### src/rtl/mmt_pkg.sv
package mmt_pkg;

  typedef enum logic [1:0] {
    M_TMR = 2'b00,
    M_WIN = 2'b01,
    M_PW  = 2'b10,
    M_PPG = 2'b11
  } mode_e;

  typedef enum logic [1:0] {
    S_STOP = 2'b00,
    S_CMD  = 2'b01,
    S_RISE = 2'b10,
    S_FALL = 2'b11
  } start_e;

  typedef struct packed {
    logic       oneshot;
    logic       trig_stop;
    logic       single_edge;
    logic       auto_cap;
    logic       init_lvl;
    logic [2:0] src;
    start_e     start;
    mode_e      mode;
  } cfg_t;

  localparam int NUM_TAPS = 3;

endpackage

### src/rtl/mmt_srcsel.sv
module mmt_srcsel #(
  parameter int DIV_SLOW = 11,
  parameter int DIV_MID  = 7,
  parameter int DIV_FAST = 3
) (
  input  logic       clk,
  input  logic       rst,
  input  logic [2:0] src,
  input  logic       ext_in,
  output logic       tick,
  output logic       rise,
  output logic       fall,
  output logic       lvl
);
  localparam int PW = DIV_SLOW;
  localparam int TAP_W [mmt_pkg::NUM_TAPS] = '{DIV_SLOW, DIV_MID, DIV_FAST};

  logic [PW-1:0] pre;
  logic [mmt_pkg::NUM_TAPS-1:0] tap_hit;
  logic s0, s1, sel_hit;

  // one terminal-count detector per prescaler tap
  for (genvar gi = 0; gi < mmt_pkg::NUM_TAPS; gi++) begin : g_tap
    assign tap_hit[gi] = &pre[TAP_W[gi]-1:0];
  end

  always_comb begin
    case (src)
      3'd0:    sel_hit = tap_hit[0];
      3'd1:    sel_hit = tap_hit[1];
      3'd2:    sel_hit = tap_hit[2];
      default: sel_hit = s1 & ~lvl;
    endcase
  end

  always_ff @(posedge clk) begin
    if (rst) begin
      pre  <= '0;
      s0   <= 1'b0;
      s1   <= 1'b0;
      lvl  <= 1'b0;
      rise <= 1'b0;
      fall <= 1'b0;
      tick <= 1'b0;
    end else begin
      pre  <= pre + 1'b1;
      s0   <= ext_in;
      s1   <= s0;
      lvl  <= s1;
      rise <= s1 & ~lvl;
      fall <= ~s1 & lvl;
      tick <= sel_hit;
    end
  end
endmodule

### src/rtl/mmt_dbuf.sv
module mmt_dbuf #(
  parameter int CW = 16
) (
  input  logic          clk,
  input  logic          rst,
  input  logic          wr_lo,
  input  logic          wr_hi,
  input  logic [7:0]    wdata,
  input  logic          tick,
  input  logic          cap_en,
  input  logic [CW-1:0] cap_val,
  output logic [CW-1:0] val,
  output logic          pend
);
  localparam int HB = CW - 8;

  logic [7:0]    lo_q;
  logic [CW-1:0] stage_q;

  always_ff @(posedge clk) begin
    if (rst) begin
      lo_q    <= '1;
      stage_q <= '1;
      val     <= '1;
      pend    <= 1'b0;
    end else begin
      if (cap_en) begin
        val <= cap_val;
      end else if (tick && pend) begin
        val  <= stage_q;
        pend <= 1'b0;
      end
      if (wr_lo) lo_q <= wdata;
      if (wr_hi) begin
        stage_q <= {wdata[HB-1:0], lo_q};
        pend    <= 1'b1;
      end
    end
  end
endmodule

### src/rtl/mmt_core.sv
module mmt_core
  import mmt_pkg::*;
#(
  parameter int CW = 16
) (
  input  logic          clk,
  input  logic          rst,
  input  cfg_t          cfg,
  input  logic          tick,
  input  logic          rise,
  input  logic          fall,
  input  logic          lvl,
  input  logic [CW-1:0] a_val,
  input  logic [CW-1:0] b_val,
  output logic [CW-1:0] count,
  output logic          irq,
  output logic          out,
  output logic          cap_en,
  output logic [CW-1:0] cap_val
);
  logic          run_q, done_q;
  logic [CW-1:0] nxt;
  logic          hit_a, hit_b, st_edge, end_edge, lvl_ok, is_event, tstop, tw_step;

  always_comb begin
    nxt      = count + 1'b1;
    hit_a    = (nxt == a_val);
    hit_b    = (nxt == b_val);
    st_edge  = (cfg.start == S_FALL) ? fall : rise;
    end_edge = (cfg.start == S_FALL) ? rise : fall;
    lvl_ok   = (cfg.start == S_FALL) ? ~lvl : lvl;
    is_event = (cfg.src >= 3'd3);
    tstop    = cfg.trig_stop && (cfg.start != S_CMD) && st_edge;
    tw_step  = 1'b0;
    if (cfg.start != S_STOP) begin
      if (cfg.mode == M_TMR)
        tw_step = is_event ? st_edge : (run_q && tick && !tstop);
      else if (cfg.mode == M_WIN)
        tw_step = tick && lvl_ok;
    end
  end

  always_ff @(posedge clk) begin
    if (rst) begin
      count   <= '0;
      run_q   <= 1'b0;
      done_q  <= 1'b0;
      irq     <= 1'b0;
      out     <= 1'b0;
      cap_en  <= 1'b0;
      cap_val <= '0;
    end else begin
      irq    <= 1'b0;
      cap_en <= 1'b0;
      if (cfg.start == S_STOP) begin
        count  <= '0;
        run_q  <= 1'b0;
        done_q <= 1'b0;
        if (cfg.mode == M_PPG) out <= cfg.init_lvl;
      end else begin
        if (tw_step) begin
          count   <= hit_a ? '0 : nxt;
          irq     <= hit_a;
          cap_en  <= cfg.auto_cap;
          cap_val <= hit_a ? '0 : nxt;
        end
        case (cfg.mode)
          M_TMR: begin
            if (!is_event) begin
              if (!run_q) begin
                if (cfg.start == S_CMD || st_edge) run_q <= 1'b1;
              end else if (tstop) begin
                run_q <= 1'b0;
                count <= '0;
              end
            end
          end
          M_PW: begin
            if (!run_q) begin
              if (st_edge) begin
                run_q <= 1'b1;
                count <= '0;
              end
            end else if (cfg.single_edge ? end_edge : (rise || fall)) begin
              cap_en  <= 1'b1;
              cap_val <= count;
              irq     <= 1'b1;
              count   <= '0;
              if (cfg.single_edge) run_q <= 1'b0;
            end else if (tick) begin
              count <= nxt;
            end
          end
          M_PPG: begin
            if (!run_q) begin
              if (!done_q) begin
                out <= cfg.init_lvl;
                if (cfg.start == S_CMD || st_edge) run_q <= 1'b1;
              end
            end else if (tick) begin
              if (hit_b) begin
                count <= '0;
                out   <= ~out;
                irq   <= 1'b1;
                if (cfg.oneshot) begin
                  run_q  <= 1'b0;
                  done_q <= 1'b1;
                end
              end else begin
                count <= nxt;
                if (hit_a) out <= ~out;
              end
            end
          end
          default: ;
        endcase
      end
    end
  end
endmodule

### src/rtl/mmt16_timer.sv
module mmt16_timer
  import mmt_pkg::*;
#(
  parameter int CW       = 16,
  parameter int DIV_SLOW = 11,
  parameter int DIV_MID  = 7,
  parameter int DIV_FAST = 3
) (
  input  logic       clk,
  input  logic       rst,
  input  logic       wr_en,
  input  logic [2:0] wr_addr,
  input  logic [7:0] wr_data,
  input  logic [2:0] rd_addr,
  output logic [7:0] rd_data,
  input  logic       ext_in,
  output logic       pulse_out,
  output logic       irq
);
  cfg_t          cfg_q;
  logic          src_tick, rise, fall, lvl;
  logic [CW-1:0] a_val, b_val, count, cap_val;
  logic          a_pend, b_pend, cap_en, b_ok;
  logic [7:0]    rd_mux;

  assign b_ok = (cfg_q.mode == M_PPG);

  always_ff @(posedge clk) begin
    if (rst) begin
      cfg_q <= '0;
    end else if (wr_en) begin
      if (wr_addr == 3'd0) begin
        cfg_q.mode  <= mode_e'(wr_data[1:0]);
        cfg_q.start <= start_e'(wr_data[3:2]);
        cfg_q.src   <= wr_data[6:4];
      end else if (wr_addr == 3'd1) begin
        cfg_q.init_lvl    <= wr_data[0];
        cfg_q.auto_cap    <= wr_data[1];
        cfg_q.single_edge <= wr_data[2];
        cfg_q.trig_stop   <= wr_data[3];
        cfg_q.oneshot     <= wr_data[4];
      end
    end
  end

  mmt_srcsel #(.DIV_SLOW(DIV_SLOW), .DIV_MID(DIV_MID), .DIV_FAST(DIV_FAST)) u_src (
    .clk(clk), .rst(rst), .src(cfg_q.src), .ext_in(ext_in),
    .tick(src_tick), .rise(rise), .fall(fall), .lvl(lvl)
  );

  mmt_dbuf #(.CW(CW)) u_reg_a (
    .clk(clk), .rst(rst),
    .wr_lo(wr_en && wr_addr == 3'd2), .wr_hi(wr_en && wr_addr == 3'd3),
    .wdata(wr_data), .tick(src_tick), .cap_en(1'b0), .cap_val('0),
    .val(a_val), .pend(a_pend)
  );

  mmt_dbuf #(.CW(CW)) u_reg_b (
    .clk(clk), .rst(rst),
    .wr_lo(wr_en && b_ok && wr_addr == 3'd4), .wr_hi(wr_en && b_ok && wr_addr == 3'd5),
    .wdata(wr_data), .tick(src_tick), .cap_en(cap_en), .cap_val(cap_val),
    .val(b_val), .pend(b_pend)
  );

  mmt_core #(.CW(CW)) u_core (
    .clk(clk), .rst(rst), .cfg(cfg_q), .tick(src_tick), .rise(rise), .fall(fall),
    .lvl(lvl), .a_val(a_val), .b_val(b_val), .count(count), .irq(irq),
    .out(pulse_out), .cap_en(cap_en), .cap_val(cap_val)
  );

  always_comb begin
    case (rd_addr)
      3'd0:    rd_mux = {1'b0, cfg_q.src, cfg_q.start, cfg_q.mode};
      3'd1:    rd_mux = {3'b000, cfg_q.oneshot, cfg_q.trig_stop, cfg_q.single_edge,
                         cfg_q.auto_cap, cfg_q.init_lvl};
      3'd2:    rd_mux = a_val[7:0];
      3'd3:    rd_mux = 8'(a_val >> 8);
      3'd4:    rd_mux = b_val[7:0];
      3'd5:    rd_mux = 8'(b_val >> 8);
      3'd6:    rd_mux = count[7:0];
      default: rd_mux = 8'(count >> 8);
    endcase
  end

  always_ff @(posedge clk) begin
    if (rst) rd_data <= '0;
    else     rd_data <= rd_mux;
  end
endmodule

### config.mk
export PLATFORM = sky130hd
export DESIGN_NAME = mmt16_timer
export DESIGN_NICKNAME = d
export VERILOG_FILES = /design/src/rtl/mmt_pkg.sv /design/src/rtl/mmt_srcsel.sv /design/src/rtl/mmt_dbuf.sv /design/src/rtl/mmt_core.sv /design/src/rtl/mmt16_timer.sv
export SDC_FILE = /design/constraint.sdc
export NUM_CORES = 1
export LEC_CHECK = 0
export BUFFER_PORTS_ARGS = -buffer_cell sky130_fd_sc_hd__buf_2
export CAP_MARGIN = 30
export CELL_PAD_IN_SITES_DETAIL_PLACEMENT = 1
export CELL_PAD_IN_SITES_GLOBAL_PLACEMENT = 2
export CORE_MARGIN = 10
export CORE_UTILIZATION = 40
export CTS_BUF_LIST = sky130_fd_sc_hd__clkbuf_8
export DETAILED_ROUTE_END_ITERATION = 8
export GPL_TIMING_DRIVEN = 0
export PLACE_DENSITY = 0.91
export SKIP_LAST_GASP = 1
export SLEW_MARGIN = 40
export SYNTH_ARGS = -nofsm -noshare
export SYNTH_HDL_FRONTEND = slang
export SYNTH_SLANG_ARGS = --single-unit
### constraint.sdc
create_clock -name clk -period 4.6 [get_ports clk]
set_clock_uncertainty 0.1 [all_clocks]
set_input_delay 0.23 -clock clk [delete_from_list [all_inputs] [get_ports clk]]
set_output_delay 0.23 -clock clk [all_outputs]
set_load 0.02 [all_outputs]
# ---- Word-level counts from Yosys, hierarchy flattened
# Cells that the tools add are included.
dict set report totals {
  memories 0
  romBits 0
  reg_bits 156
  ram_bits 0
  latchBits 0
  out_inout_bits 10
}
dict set report classes {
  multipliers 0
  magnitude_cmp 1
  n_addsub 2
  n_shift 0
  n_bitwise 6
  n_reduce_logical 35
  div_mod_pow 0
  eq_ne 26
  n_mux 67
}
# cell n
set op_table {}
lappend op_table {{two-way mux 16 bit} 18}
lappend op_table {{one-hot mux 8 bit (7 select lines)} 1}
lappend op_table {{one-hot mux 16 bit (3 select lines)} 1}
lappend op_table {{two-way mux 1 bit} 44}
lappend op_table {{equality test 16 bit} 2}
lappend op_table {{adder 16 x 1 -> 16 bit (second input constant)} 1}
lappend op_table {{equality test 3 x 2 -> 1 bit (second input constant)} 5}
lappend op_table {{equality test 3 bit (second input constant)} 5}
lappend op_table {{logical AND 1 bit} 12}
lappend op_table {{adder 11 x 1 -> 11 bit (second input constant)} 1}
lappend op_table {{AND reduction 11 bit} 1}
lappend op_table {{equality test 3 x 1 -> 1 bit (second input constant)} 3}
lappend op_table {{zero test 3 bit} 3}
lappend op_table {{nonzero test 2 bit} 4}
lappend op_table {{AND reduction 7 bit} 1}
lappend op_table {{equality test 2 bit (second input constant)} 3}
lappend op_table {{one-hot mux 1 bit (3 select lines)} 2}
lappend op_table {{AND reduction 2 bit} 3}
lappend op_table {{AND reduction 3 bit} 2}
lappend op_table {{AND reduction 5 bit} 1}
lappend op_table {{equality test 2 x 1 -> 1 bit (second input constant)} 2}
lappend op_table {{zero test 2 bit} 2}
lappend op_table {{inequality test 2 bit (second input constant)} 2}
lappend op_table {{inequality test 4 bit (second input constant)} 1}
lappend op_table {{other kinds (12)} 17}

# ---- Depth between registers and ports, before layout
# Gate-level depths: netlist of the first run.
dict set report logic_depth {
  depth_word 13
  mapped_depth 13
  mapped_depth_nobuf 10
}

# ---- By module
# Synthesis of the first run repeated with hierarchy kept, for this count alone.
dict set report unflattened {
  cells_unflattened 1186
  hier_area_um2 9816.9
}
# mod area_per_inst_um2 cells_per_inst instances
set by_module_without_submodules {}
lappend by_module_without_submodules {mmt_core 4332.9 623 1}
lappend by_module_without_submodules {mmt_dbuf 1721.7 171 2}
lappend by_module_without_submodules {mmt16_timer 1358.8 150 1}
lappend by_module_without_submodules {mmt_srcsel 681.9 71 1}

# ---- Worst setup path before layout of the first run
# No wires, ideal clock.
dict set report synth_path {
  path_type {register to register}
  start {register u_core.count[1]}
  end {register u_core.count[14]}
  setup_slack_ps 1396
  period_less_slack_ps 3204
  stages_incl_launch_ff 12
  arrival_time_ps 2973
  cell_sequence {dfxtp_1 ha_1 nand3_1 or4_1 buf_2 xnor2_2 mux2i_1 or4_4 nor4_4 o22ai_4 o21ai_2 o22ai_1}
}
dict set report synth_between {
  elab_chain_cells 8
  elab_cells_between_ends 16
  cone_classes {add/sub: 1; eq/ne: 2; mux: 13}
}
# element line
set synth_lines {}
lappend synth_lines {{start, declared} mmt_core.sv:15} ;# output logic [CW-1:0] count,
lappend synth_lines {{start signal, assigned} mmt_core.sv:62} ;# count <= hit_a ? '0 : nxt;
lappend synth_lines {{start signal, assigned} mmt_core.sv:91} ;# count <= nxt;
lappend synth_lines {{start signal, assigned} mmt_core.sv:110} ;# count <= nxt;
lappend synth_lines {{adder 16 x 1 -> 16 bit (*)} mmt_core.sv:26} ;# nxt = count + 1'b1;
lappend synth_lines {{equality test 16 bit} mmt_core.sv:27} ;# hit_a = (nxt == a_val);
lappend synth_lines {{two-way mux 16 bit} mmt_core.sv:62}
lappend synth_lines {{two-way mux 16 bit} mmt_core.sv:61} ;# if (tw_step) begin
lappend synth_lines {{two-way mux 16 bit, on equally long branches} {mmt_core.sv:90, mmt_core.sv:72}}
lappend synth_lines {{two-way mux 16 bit, on equally long branches} {mmt_core.sv:84, mmt_core.sv:70}}
lappend synth_lines {{two-way mux 16 bit, on equally long branches} {mmt_core.sv:79, mmt_core.sv:69}}
lappend synth_lines {{one-hot mux 16 bit (3 select lines) (*)} mmt_core.sv:67} ;# case (cfg.mode)
# Mark *: on every way between the ends. The rest lies on a longest branch, timed or not.
# A chain may end at the register's enable or synchronous reset.

# ---- Worst setup path after layout of the first run
# Ends and elaborated chain as after synthesis.

==> results of run 1 <==
-- layer usage --
layer	wire, um	GRT usage	share of wire	vias to the layer above
li1	-	-	-	3732
met1	14300	0.315	0.45	3930
met2	14300	0.374	0.45	284
met3	1830	0.0391	0.058	71
met4	1110	0.0958	0.035	2
met5	13	0	0.00041	-
-- stage by stage --
| step | instance area [um2] | total power, mW | utilization | hold WS [ns] | setup slack [ns] |
|---|---|---|---|---|---|
| floorplan | 8410 | 1.52 | - | 0.248 | 1.40 |
| global placement | 8870 | 1.59 | 0.434 | 0.304 | 0.384 |
| detailed placement | 8880 | 1.59 | 0.435 | 0.306 | 0.354 |
| CTS | 9370 | 2.75 | 0.459 | 0.00284 | 0.307 |
| global route | 9370 | 2.84 | 0.459 | 0.00864 | 0.0394 |
| finish | 9370 | 2.75 | 0.459 | 0.0146 | 0.251 |
-- state kept, by name, indices dropped and copies added (netlist names), 11 cells and up --
name,cells
u_reg_b.stage_q,16
u_reg_a.val,16
u_core.count,16
u_reg_b.val,16
u_src.pre,11
cfg_q,12
u_reg_a.stage_q,16
u_core.cap_val,16
-- cells in the final DEF (no fill, tap or decap), types with 27 or more instances in the layout --
cell type	n
dfxtp_1	156
nand2_1	112
nor2_1	85
clkbuf_1	70
a21oi_1	56
nor2b_1	52
a211o_1	50
nand3_1	32
buf_2	32
o21ai_0	31
xnor2_1	27
-- where the power goes --
group          switching (mW)  total [mW]  internal [mW]
Clock                   0.625        1.18          0.560
Sequential             0.0164        1.39           1.37
Combinational           0.116       0.178         0.0628
Total                   0.757        2.75           2.00
-- final cells by class --
class                      count  area (um2)  area share
buffer                        81         312      0.0332
clock buffer                  17         234      0.0250
clock inverter                15         203      0.0216
inverter                       8        30.0     0.00320
multi-input combinational    761        4950       0.528
sequential                   156        3120       0.333
tap                          270         338      0.0361
timing repair buffer          31         180      0.0192
-- worst register-to-register path, cell delays in order, from the launching register on --
cell,delay [ns]
dfxtp_1,0.58
ha_1,0.42
nand3_1,0.24
or4_1,0.50
buf_2,0.17
xnor2_2,0.22
mux2i_1,0.12
or4_4,0.57
nor4_4,0.58
o22ai_4,0.23
o21ai_2,0.31
o22ai_1,0.15
-- logic make-up (layout without fill, tap and decap cells) --
family | after synthesis | after routing | synth area share
compound gates | 240 | 240 | 0.202
xor+xnor | 47 | 47 | 0.0582
fa+ha+maj | 3 | 3 | 0.00447
buf+inv | 89 | 152 | 0.0406
flops | 156 | 156 | 0.371
mux | 47 | 47 | 0.0634
simple gates | 424 | 424 | 0.260
-- timing repair --
action	in CTS	in global routing
endpoints found under the hold margin	12	0
resized for setup	0	0
hold buffers	5	0
buffers inserted	0	0
-- worst paths after layout --
check             depth (start not counted)                        from  slack, ns                           to
setup / recovery                         11  u_core.count[1]$_SDFF_PP0_       0.25  u_core.count[14]$_SDFF_PP0_
hold / removal                            3                  wr_data[4]       0.01        cfg_q[4]$_SDFFE_PP0P_
setup reg to reg                         11  u_core.count[1]$_SDFF_PP0_       0.25  u_core.count[14]$_SDFF_PP0_
hold reg to reg                           1         u_src.s1$_SDFF_PP0_       0.33        u_src.fall$_SDFF_PP0_
==> results.toml, run 1 <==
[placed_design]
globalplace.congestion = 0.933
numPortBuffers = 26
dp.cells = 1302
dp_hpwl_um = 23500

[sta]
rsz0062_at_grt = "no"
hold_viol_final = 0
final-setup-viol-count = 0
layout_worst_path_cycle_share = 0.946
period_minus_slack_ns = 4.35
slew_viol_final = 0
fin_setup_tns_ns = 0
slew_headroom = 0.457
fmaxAchievable_mhz = 230
worst_slew_pin_slew_ns = 0.815

[grt]
track_usage = 0.237
grt_pass1_vias = 8068
grt-ovfl-total = 0
antenna_found_initial = 1
grt_max_degree = 17
grt_first_pass_wirelength_um = 49300

[setup_path]
crit_fanout = 10
worstSetupEndpointType = "flip-flop"
crit_type = "flip-flop to flip-flop"
arrival_ns = 4.57
startpoint_type = "flip-flop"
path_cells = "ha_1 -> nand3_1 -> or4_1 -> buf_2 -> xnor2_2 -> mux2i_1 -> or4_4 -> nor4_4 -> o22ai_4 -> o21ai_2 -> o22ai_1"
crit_buf_inv = 1
slowest_stage = "dfxtp_1"
slowest_delay_ns = 0.58
crit_family = "simple AND/OR/NAND/NOR gates"
worstPathRequired_ns = 4.82

[yosys]
ys_types = 72
synth.yosys.seq_area_share = 0.371
syn_nets = 1027
synth_ff_type = "dfxtp_1"
synth_most_common_cell = "dfxtp_1"
yosys_warnings = 0
synth_edf_count = 0
netlist_area_um2 = 8410
syn_area_per_cell_um2 = 8.36
synth-seq-cells = 156
synthTopCellsByCount = "dfxtp_1 (156), nand2_1 (112), nor2_1 (85)"
synth_cells = 1006
async_reset_ff_frac = 0
synth_area_leaders = "dfxtp_1 (37%), a211o_1 (5.2%), nand2_1 (5.0%)"
yosysTopAreaCellShare = 0.371
yosysTopAreaCell = "dfxtp_1"

[pwr]
vdd_drop_max_uv = 293
p_leak_nw = 3.26
p_per_area_nw_per_um2 = 294

[clock_tree]
cts_tree = "built"
h-tree-depth = 4
cts_sinks = 156
clk_latency_ns = 0.48
clockRootBuffer = "clkbuf_8"
cts-buffers-inserted = 17
clkSlewWorstSetupHoldPaths_ns = 0.11
clockBufferDepth = 2

[floorplan]
start_util = 0.412
ioPinCount = 28
die_w_um = 165
die_area_um2 = 27200
core_area_um2 = 20400
num_rows = 52
die_h_um = 165

[finish]
instances_no_fill = 1339
drive_gt1_frac = 0.0964
area_growth_pct = 11.5
antenna_cells = 0
final_nets = 1077
fill_cells = 2518

[detailed_routing]
drtAntennaViolNets = 0
routedWlPerCell_um = 23.6
vias = 8019
dr.first_iter.drc_count = 725
viasPerCell = 5.99
drc = 0
firstDrtPassIters = 5
routed_wl_um = 31600

[hold_path]
worstHoldPathType = "input pin to flip-flop"

[run]
cap_violations = 0

[status]
status = "finished, final reports clean"
No activity file was read; power rests on OpenSTA's default activity.
==> run 2: changes to the inputs <==
--- a/config.mk
+++ b/config.mk
@@ -5,16 +5,17 @@
 export SDC_FILE = /design/constraint.sdc
 export NUM_CORES = 1
 export LEC_CHECK = 0
+export ABC_AREA = 1
 export BUFFER_PORTS_ARGS = -buffer_cell sky130_fd_sc_hd__buf_2
 export CAP_MARGIN = 30
 export CELL_PAD_IN_SITES_DETAIL_PLACEMENT = 1
 export CELL_PAD_IN_SITES_GLOBAL_PLACEMENT = 2
 export CORE_MARGIN = 10
-export CORE_UTILIZATION = 40
+export CORE_UTILIZATION = 36
 export CTS_BUF_LIST = sky130_fd_sc_hd__clkbuf_8
 export DETAILED_ROUTE_END_ITERATION = 8
 export GPL_TIMING_DRIVEN = 0
-export PLACE_DENSITY = 0.91
+export PLACE_DENSITY = 0.92
 export SKIP_LAST_GASP = 1
 export SLEW_MARGIN = 40
 export SYNTH_ARGS = -nofsm -noshare
==> run 2 against run 1 <==
Cell area rose by 2.6%. Combinational power rose by 30%. First-iteration DRC count rose by 4.3%. Global-route usage about the same. Largest cell class unchanged. Largest power group unchanged.
==> results.toml, run 2 <==
[sta]
worst_slew_pin_slew_ns = 0.815
fmaxAchievable_mhz = 294
final-setup-viol-count = 0
slew_headroom = 0.456
fin_setup_tns_ns = 0
hold_viol_final = 0
layout_worst_path_cycle_share = 0.738
holdWs_ns = 0.0960
layout_setup_ws_ns = 1.20
rsz0062_at_grt = "no"
slew_viol_final = 0
period_minus_slack_ns = 3.40

[pwr]
vdd_drop_max_uv = 149
comb_power_share = 0.085
clkPwrFrac = 0.399
power_frac_seq = 0.516
p_int_mw = 1.87
p_per_area_nw_per_um2 = 283
swShare = 0.315
p_total_mw = 2.72
p_leak_nw = 4.53
power.switching_mw = 0.858

[grt]
antenna_found_initial = 0
grt_first_pass_wirelength_um = 55700
track_usage = 0.237
grt-ovfl-total = 0
met2_usage = 0.385
grt_max_degree = 19
met1_usage = 0.310
gr-max-usage-layer = "met2"
grt_pass1_vias = 9467
use_met3 = 0.0327

[yosys]
syn_nets = 1367
synth_cells = 1346
synth_ff_type = "dfxtp_1"
yosys_warnings = 0
synth-seq-cells = 156
yosysTopAreaCell = "dfxtp_1"
syn_area_per_cell_um2 = 6.37
yosysTopAreaCellShare = 0.364
synthTopCellsByCount = "nand2_1 (407), inv_1 (158), dfxtp_1 (156)"
ys_types = 36
netlist_area_um2 = 8570
synth_edf_count = 0
synth_most_common_cell = "nand2_1"
synth.yosys.seq_area_share = 0.364
synth_area_leaders = "dfxtp_1 (36%), nand2_1 (18%), nand3_1 (8.7%)"
async_reset_ff_frac = 0

[floorplan]
start_util = 0.365
num_rows = 56
die_h_um = 174
core_area_um2 = 23500
die_area_um2 = 30400
ioPinCount = 28
die_w_um = 174

[setup_path]
reg2reg_depth = 16
cpMostUsedCell = "nand2_1"
worstSetupEndpointType = "flip-flop"
arrival_ns = 3.64
regToRegSetupSlack_ns = 1.20
worstPathRequired_ns = 4.84
slowest_delay_ns = 0.60
reg2reg_from = "u_core.count[0]$_SDFF_PP0_"
crit_fanout = 9
path_cells = "ha_1 -> nand2_1 -> nor2_4 -> nand2_1 -> nand2_1 -> nand2_1 -> xor2_1 -> nand2_1 -> inv_1 -> nand2_1 -> nor2_1 -> nand4_1 -> nand2_1 -> o21ai_0 -> nor2_1 -> nor2_1"
crit_type = "flip-flop to flip-flop"
r2r_end = "u_core.count[3]$_SDFF_PP0_"
slowest_stage = "dfxtp_1"
startpoint_type = "flip-flop"

[finish]
final_nets = 1423
layout_commonest_cell = "nand2_1"
multi_input_area_um2 = 4600
fin_area_um2 = 9620
antenna_cells = 0
final_util = 0.410
drive_gt1_frac = 0.0700
area_growth_pct = 12.2
layout_common_cells = "nand2_1 (407), inv_1 (158), dfxtp_1 (156)"
register_area_um2 = 3120
instances_no_fill = 1734
fill_cells = 3123

[placed_design]
dp.cells = 1692
numPortBuffers = 27
dp_hpwl_um = 29100
place_area_um2 = 9110
dp_slack_ns = 1.29
globalplace.congestion = 1.03

[clock_tree]
h-tree-depth = 4
cts_tree = "built"
clk_latency_ns = 0.50
clkSlewWorstSetupHoldPaths_ns = 0.10
cts_sinks = 156
clockBufferDepth = 2
cts-buffers-inserted = 17
cts_resized = 0
clockRootBuffer = "clkbuf_8"

[detailed_routing]
drc = 0
dr.first_iter.drc_count = 756
routed_wl_um = 36600
routedWlPerCell_um = 21.1
drtAntennaViolNets = 0
viasPerCell = 5.51
firstDrtPassIters = 7
vias = 9546

[hold_path]
whs_endpoint = "u_reg_a.lo_q[5]$_SDFFE_PP1P_"
min-delay-start = "wr_addr[0]"
worstHoldPathType = "input pin to flip-flop"
holdPathStages = 4

[run]
cap_violations = 0

[status]
status = "finished, final reports clean"
run 2: cell types whose count changed in the layout (fill, tap and decap cells not counted), sizes merged, moves of 20 or more:
cell and delta:
xnor2 -28, nand3 +120, nand2b -21, mux2 -20, a211o -50, inv +153, nor2b -52, o21ai +52
nand2 +303, clkbuf -31, a21oi +34, and3 -26, mux2i -24
run 2: cells by family (layout without fill, tap and decap cells):
kind of cell / after synthesis / count (layout) / share of synthesized area
and+or+nand+nor: 714 / 714 / 0.359
AOI/OAI and AO/OA: 252 / 252 / 0.169
buffers and inverters: 217 / 286 / 0.0997
DFF: 156 / 156 / 0.364
xor gates and xnor gates: 4 / 4 / 0.00409
adders and majority gates: 3 / 3 / 0.00438
run 2: repair_timing:
action                                 4_1_cts  5_1_grt
hold buffers                                10        0
endpoints found under the hold margin       20        0
buffers inserted                             0        0
run 2: layout make-up:
type	instances	share of cell area
Buffer	50	0.0237
Timing Repair Buffer	37	0.0245
Clock buffer	17	0.0243
Clock inverter	15	0.0177
Inverter	167	0.0652
Tap cell	319	0.0415
Sequential cell	156	0.325
Multi-Input combinational cell	973	0.478
run 2: how the worst max path moves through the flow:
stage,startpoint,to,cells after the start
2_1_floorplan,u_core.count[0]$_SDFF_PP0_,u_core.count[5]$_SDFF_PP0_,16
3_3_place_gp,u_core.count[0]$_SDFF_PP0_,u_core.count[7]$_SDFF_PP0_,17
3_5_place_dp,u_core.count[0]$_SDFF_PP0_,u_core.count[11]$_SDFF_PP0_,19
4_1_cts,u_core.count[0]$_SDFF_PP0_,u_core.count[13]$_SDFF_PP0_,19
5_1_grt,u_core.count[0]$_SDFF_PP0_,u_core.count[3]$_SDFF_PP0_,16
6_report,u_core.count[0]$_SDFF_PP0_,u_core.count[3]$_SDFF_PP0_,16
run 2: critical path, delay by kind of cell, from the launching register on:
family | cells | cell delay [ns]
AND/OR/NAND/NOR | 12 | 1.84
flip-flops | 1 | 0.60
adder cells (fa/ha/maj) | 1 | 0.29
XOR/XNOR | 1 | 0.26
AO/OA/AOI/OAI | 1 | 0.11
buffers and inverters | 1 | 0.06
run 2: routing by layer:
metal	routed length [um]	vias up
li1	-	4567
met3	1870	75
met1	16600	4631
met2	16800	273
met5	0	-
met4	1340	0
run 2: power by group through the flow:
stage | Clock [mW] | Sequential [mW] | Combinational [mW]
6_report | 1.09 | 1.41 | 0.232
5_1_grt | 1.16 | 1.41 | 0.259
4_1_cts | 1.11 | 1.41 | 0.232
3_5_place_dp | 0 | 1.44 | 0.224
3_3_place_gp | 0 | 1.43 | 0.219
2_1_floorplan | 0 | 1.44 | 0.133
==> run 3: changes to the inputs <==
--- a/config.mk
+++ b/config.mk
@@ -11,11 +11,11 @@
 export CELL_PAD_IN_SITES_DETAIL_PLACEMENT = 1
 export CELL_PAD_IN_SITES_GLOBAL_PLACEMENT = 2
 export CORE_MARGIN = 10
-export CORE_UTILIZATION = 36
+export CORE_UTILIZATION = 32
 export CTS_BUF_LIST = sky130_fd_sc_hd__clkbuf_8
 export DETAILED_ROUTE_END_ITERATION = 8
 export GPL_TIMING_DRIVEN = 0
-export PLACE_DENSITY = 0.92
+export PLACE_DENSITY = 0.87
 export SKIP_LAST_GASP = 1
 export SLEW_MARGIN = 40
 export SYNTH_ARGS = -nofsm -noshare
==> constraint.sdc (replaced) <==
create_clock -name clk -period 2.8 [get_ports clk]
set_clock_uncertainty 0.1 [all_clocks]
set_input_delay 0.14 -clock clk [delete_from_list [all_inputs] [get_ports clk]]
set_output_delay 0.14 -clock clk [all_outputs]
set_load 0.02 [all_outputs]
==> run 3 against run 2 <==
Register-to-register slack worse by 1.1 ns. Cell area grew 3.7%. Sequential power up 64%. Sequential share of layout area shrank 0.82 points. Critical path type unchanged. Critical endpoint is now u_core.count[11]$_SDFF_PP0_.
==> results.toml, run 3 (synthesized netlist as in run 2, its figures left out) <==
[floorplan]
die_w_um = 184
die_h_um = 184
num_rows = 59
ioPinCount = 28
die_area_um2 = 33700
start_util = 0.327
core_area_um2 = 26200

[sta]
fmaxAchievable_mhz = 373
layout_worst_path_cycle_share = 0.959
final-setup-viol-count = 0
slew_headroom = 0.386
hold_viol_final = 0
period_minus_slack_ns = 2.68
worst_slew_pin_slew_ns = 0.918
slew_viol_final = 0
fin_setup_tns_ns = 0
rsz0062_at_grt = "yes"

[setup_path]
crit_fanout = 10
reg2reg_from = "u_core.count[0]$_SDFF_PP0_"
worstSetupEndpointType = "flip-flop"
regToRegSetupSlack_ns = 0.12
crit_type = "flip-flop to flip-flop"
cp-startpoint = "u_core.count[0]$_SDFF_PP0_"
worstPathRequired_ns = 3.10
arrival_ns = 2.98
startpoint_type = "flip-flop"

[grt]
track_usage = 0.221
grt_first_pass_wirelength_um = 56700
grt_max_degree = 18
antenna_found_initial = 0
grt-ovfl-total = 0
grt_pass1_vias = 9403

[placed_design]
numPortBuffers = 27
globalplace.congestion = 0.998
dp_hpwl_um = 29200

[clock_tree]
cts-buffers-inserted = 17
clockRootBuffer = "clkbuf_8"
cts_tree = "built"
h-tree-depth = 4
cts_sinks = 156
clockBufferDepth = 2
clk_latency_ns = 0.49
clkSlewWorstSetupHoldPaths_ns = 0.12

[pwr]
p_per_area_nw_per_um2 = 458
vdd_drop_max_uv = 264
p_leak_nw = 4.65

[detailed_routing]
wl_met1_um = 16900
vias = 9537
routed_wl_um = 37300
top_layer = "met4"
firstDrtPassIters = 5
routedWlPerCell_um = 21.1
dr.first_iter.drc_count = 729
drc = 0
wl_met3_um = 2080
routed-wl-met2_um = 17100
drtAntennaViolNets = 0
viasPerCell = 5.41

[finish]
fill_cells = 3426
area_growth_pct = 16.3
layout_commonest_cell = "nand2_1"
final_util = 0.381
antenna_cells = 0
final_nets = 1437
layout_common_cells = "nand2_1 (392), inv_1 (157), nand3_1 (149)"
drive_gt1_frac = 0.107

[hold_path]
worstHoldPathType = "input pin to flip-flop"
min-delay-start = "wr_addr[2]"

[status]
status = "finished, final reports clean"

[run]
cap_violations = 0
[run 3: cell count changes in the layout (fill, tap and decap cells not counted), moves of 5 or more]
cell	previous run	this run
dfxtp_1	156	141
nor2_1	87	82
dfxtp_2	0	9
dfxtp_4	0	6
nand2_1	407	392
buf_4	1	12
nor2_4	4	13
nand2_2	8	21
[run 3: metal layers]
layer,global-route usage,vias to the layer above
li1,-,4596
met3,0.0304,60
met1,0.294,4605
met4,0.0770,0
met5,0,-
met2,0.359,276
[run 3: cell type report]
class	instances	area, um2	area share
repair buffers	51	377	0.0378
inverters	167	629	0.0631
flip-flops and latches	156	3160	0.317
well taps	335	419	0.0420
plain buffers	50	240	0.0241
clock buffers	17	234	0.0235
multi-input cells	973	4740	0.475
clock inverters	15	178	0.0178
[run 3: path summary, 6_finish.rpt]
| kind | endpoint | depth (start not counted) |
|---|---|---|
| setup reg to reg | u_core.count[11]$_SDFF_PP0_ | 19 |
| setup / recovery | u_core.count[11]$_SDFF_PP0_ | 19 |
| hold / removal | u_reg_a.stage_q[1]$_SDFFE_PP1P_ | 6 |
| hold reg to reg | u_src.fall$_SDFF_PP0_ | 1 |
[run 3: worst max-delay path, stage by stage (launching register included)]
cell     delay (ns)
dfxtp_4        0.42
inv_2          0.13
nor2_4         0.17
buf_6          0.17
nand2_1        0.07
nand2_2        0.13
nand2_1        0.07
nand2_1        0.13
nand3_1        0.14
nor2_2         0.13
nand2_1        0.10
nor2_4         0.12
nand3_4        0.15
buf_4          0.18
nand2_1        0.08
nand2_1        0.06
nand2_1        0.06
nand3_1        0.09
nand2_1        0.08
inv_1          0.04
[run 3: report_power, final]
group / total, mW / switching [mW] / internal, mW
clock: 1.87 / 1.12 / 0.755
combinational: 0.389 / 0.270 / 0.119
sequential: 2.31 / 0.0395 / 2.27
total: 4.56 / 1.42 / 3.14
[run 3: stage by stage]
| step | setup WS, ns | std cells | area [um2] | hold WS, ns | power (mW) |
|---|---|---|---|---|---|
| after floorplan | 0.411 | 1346 | 8570 | 0.147 | 2.58 |
| after global placement | -0.555 | 1708 | 9130 | 0.247 | 2.72 |
| after detailed placement | -0.598 | 1708 | 9130 | 0.281 | 2.73 |
| after CTS | -0.0318 | 1755 | 9740 | 0.0274 | 4.60 |
| after global routing | -0.0408 | 1764 | 9970 | 0.0686 | 4.73 |
| final | 0.116 | 1764 | 9970 | 0.0562 | 4.56 |
[run 3: repair_timing]
item | CTS | global route
hold endpoints to repair | 43 | 0
endpoints found under the setup margin | 37 | 35
hold buffers | 11 | 0
buffers inserted | 4 | 8
resized for setup | 20 | 47
cloned | 0 | 1
pin swaps | 3 | 13
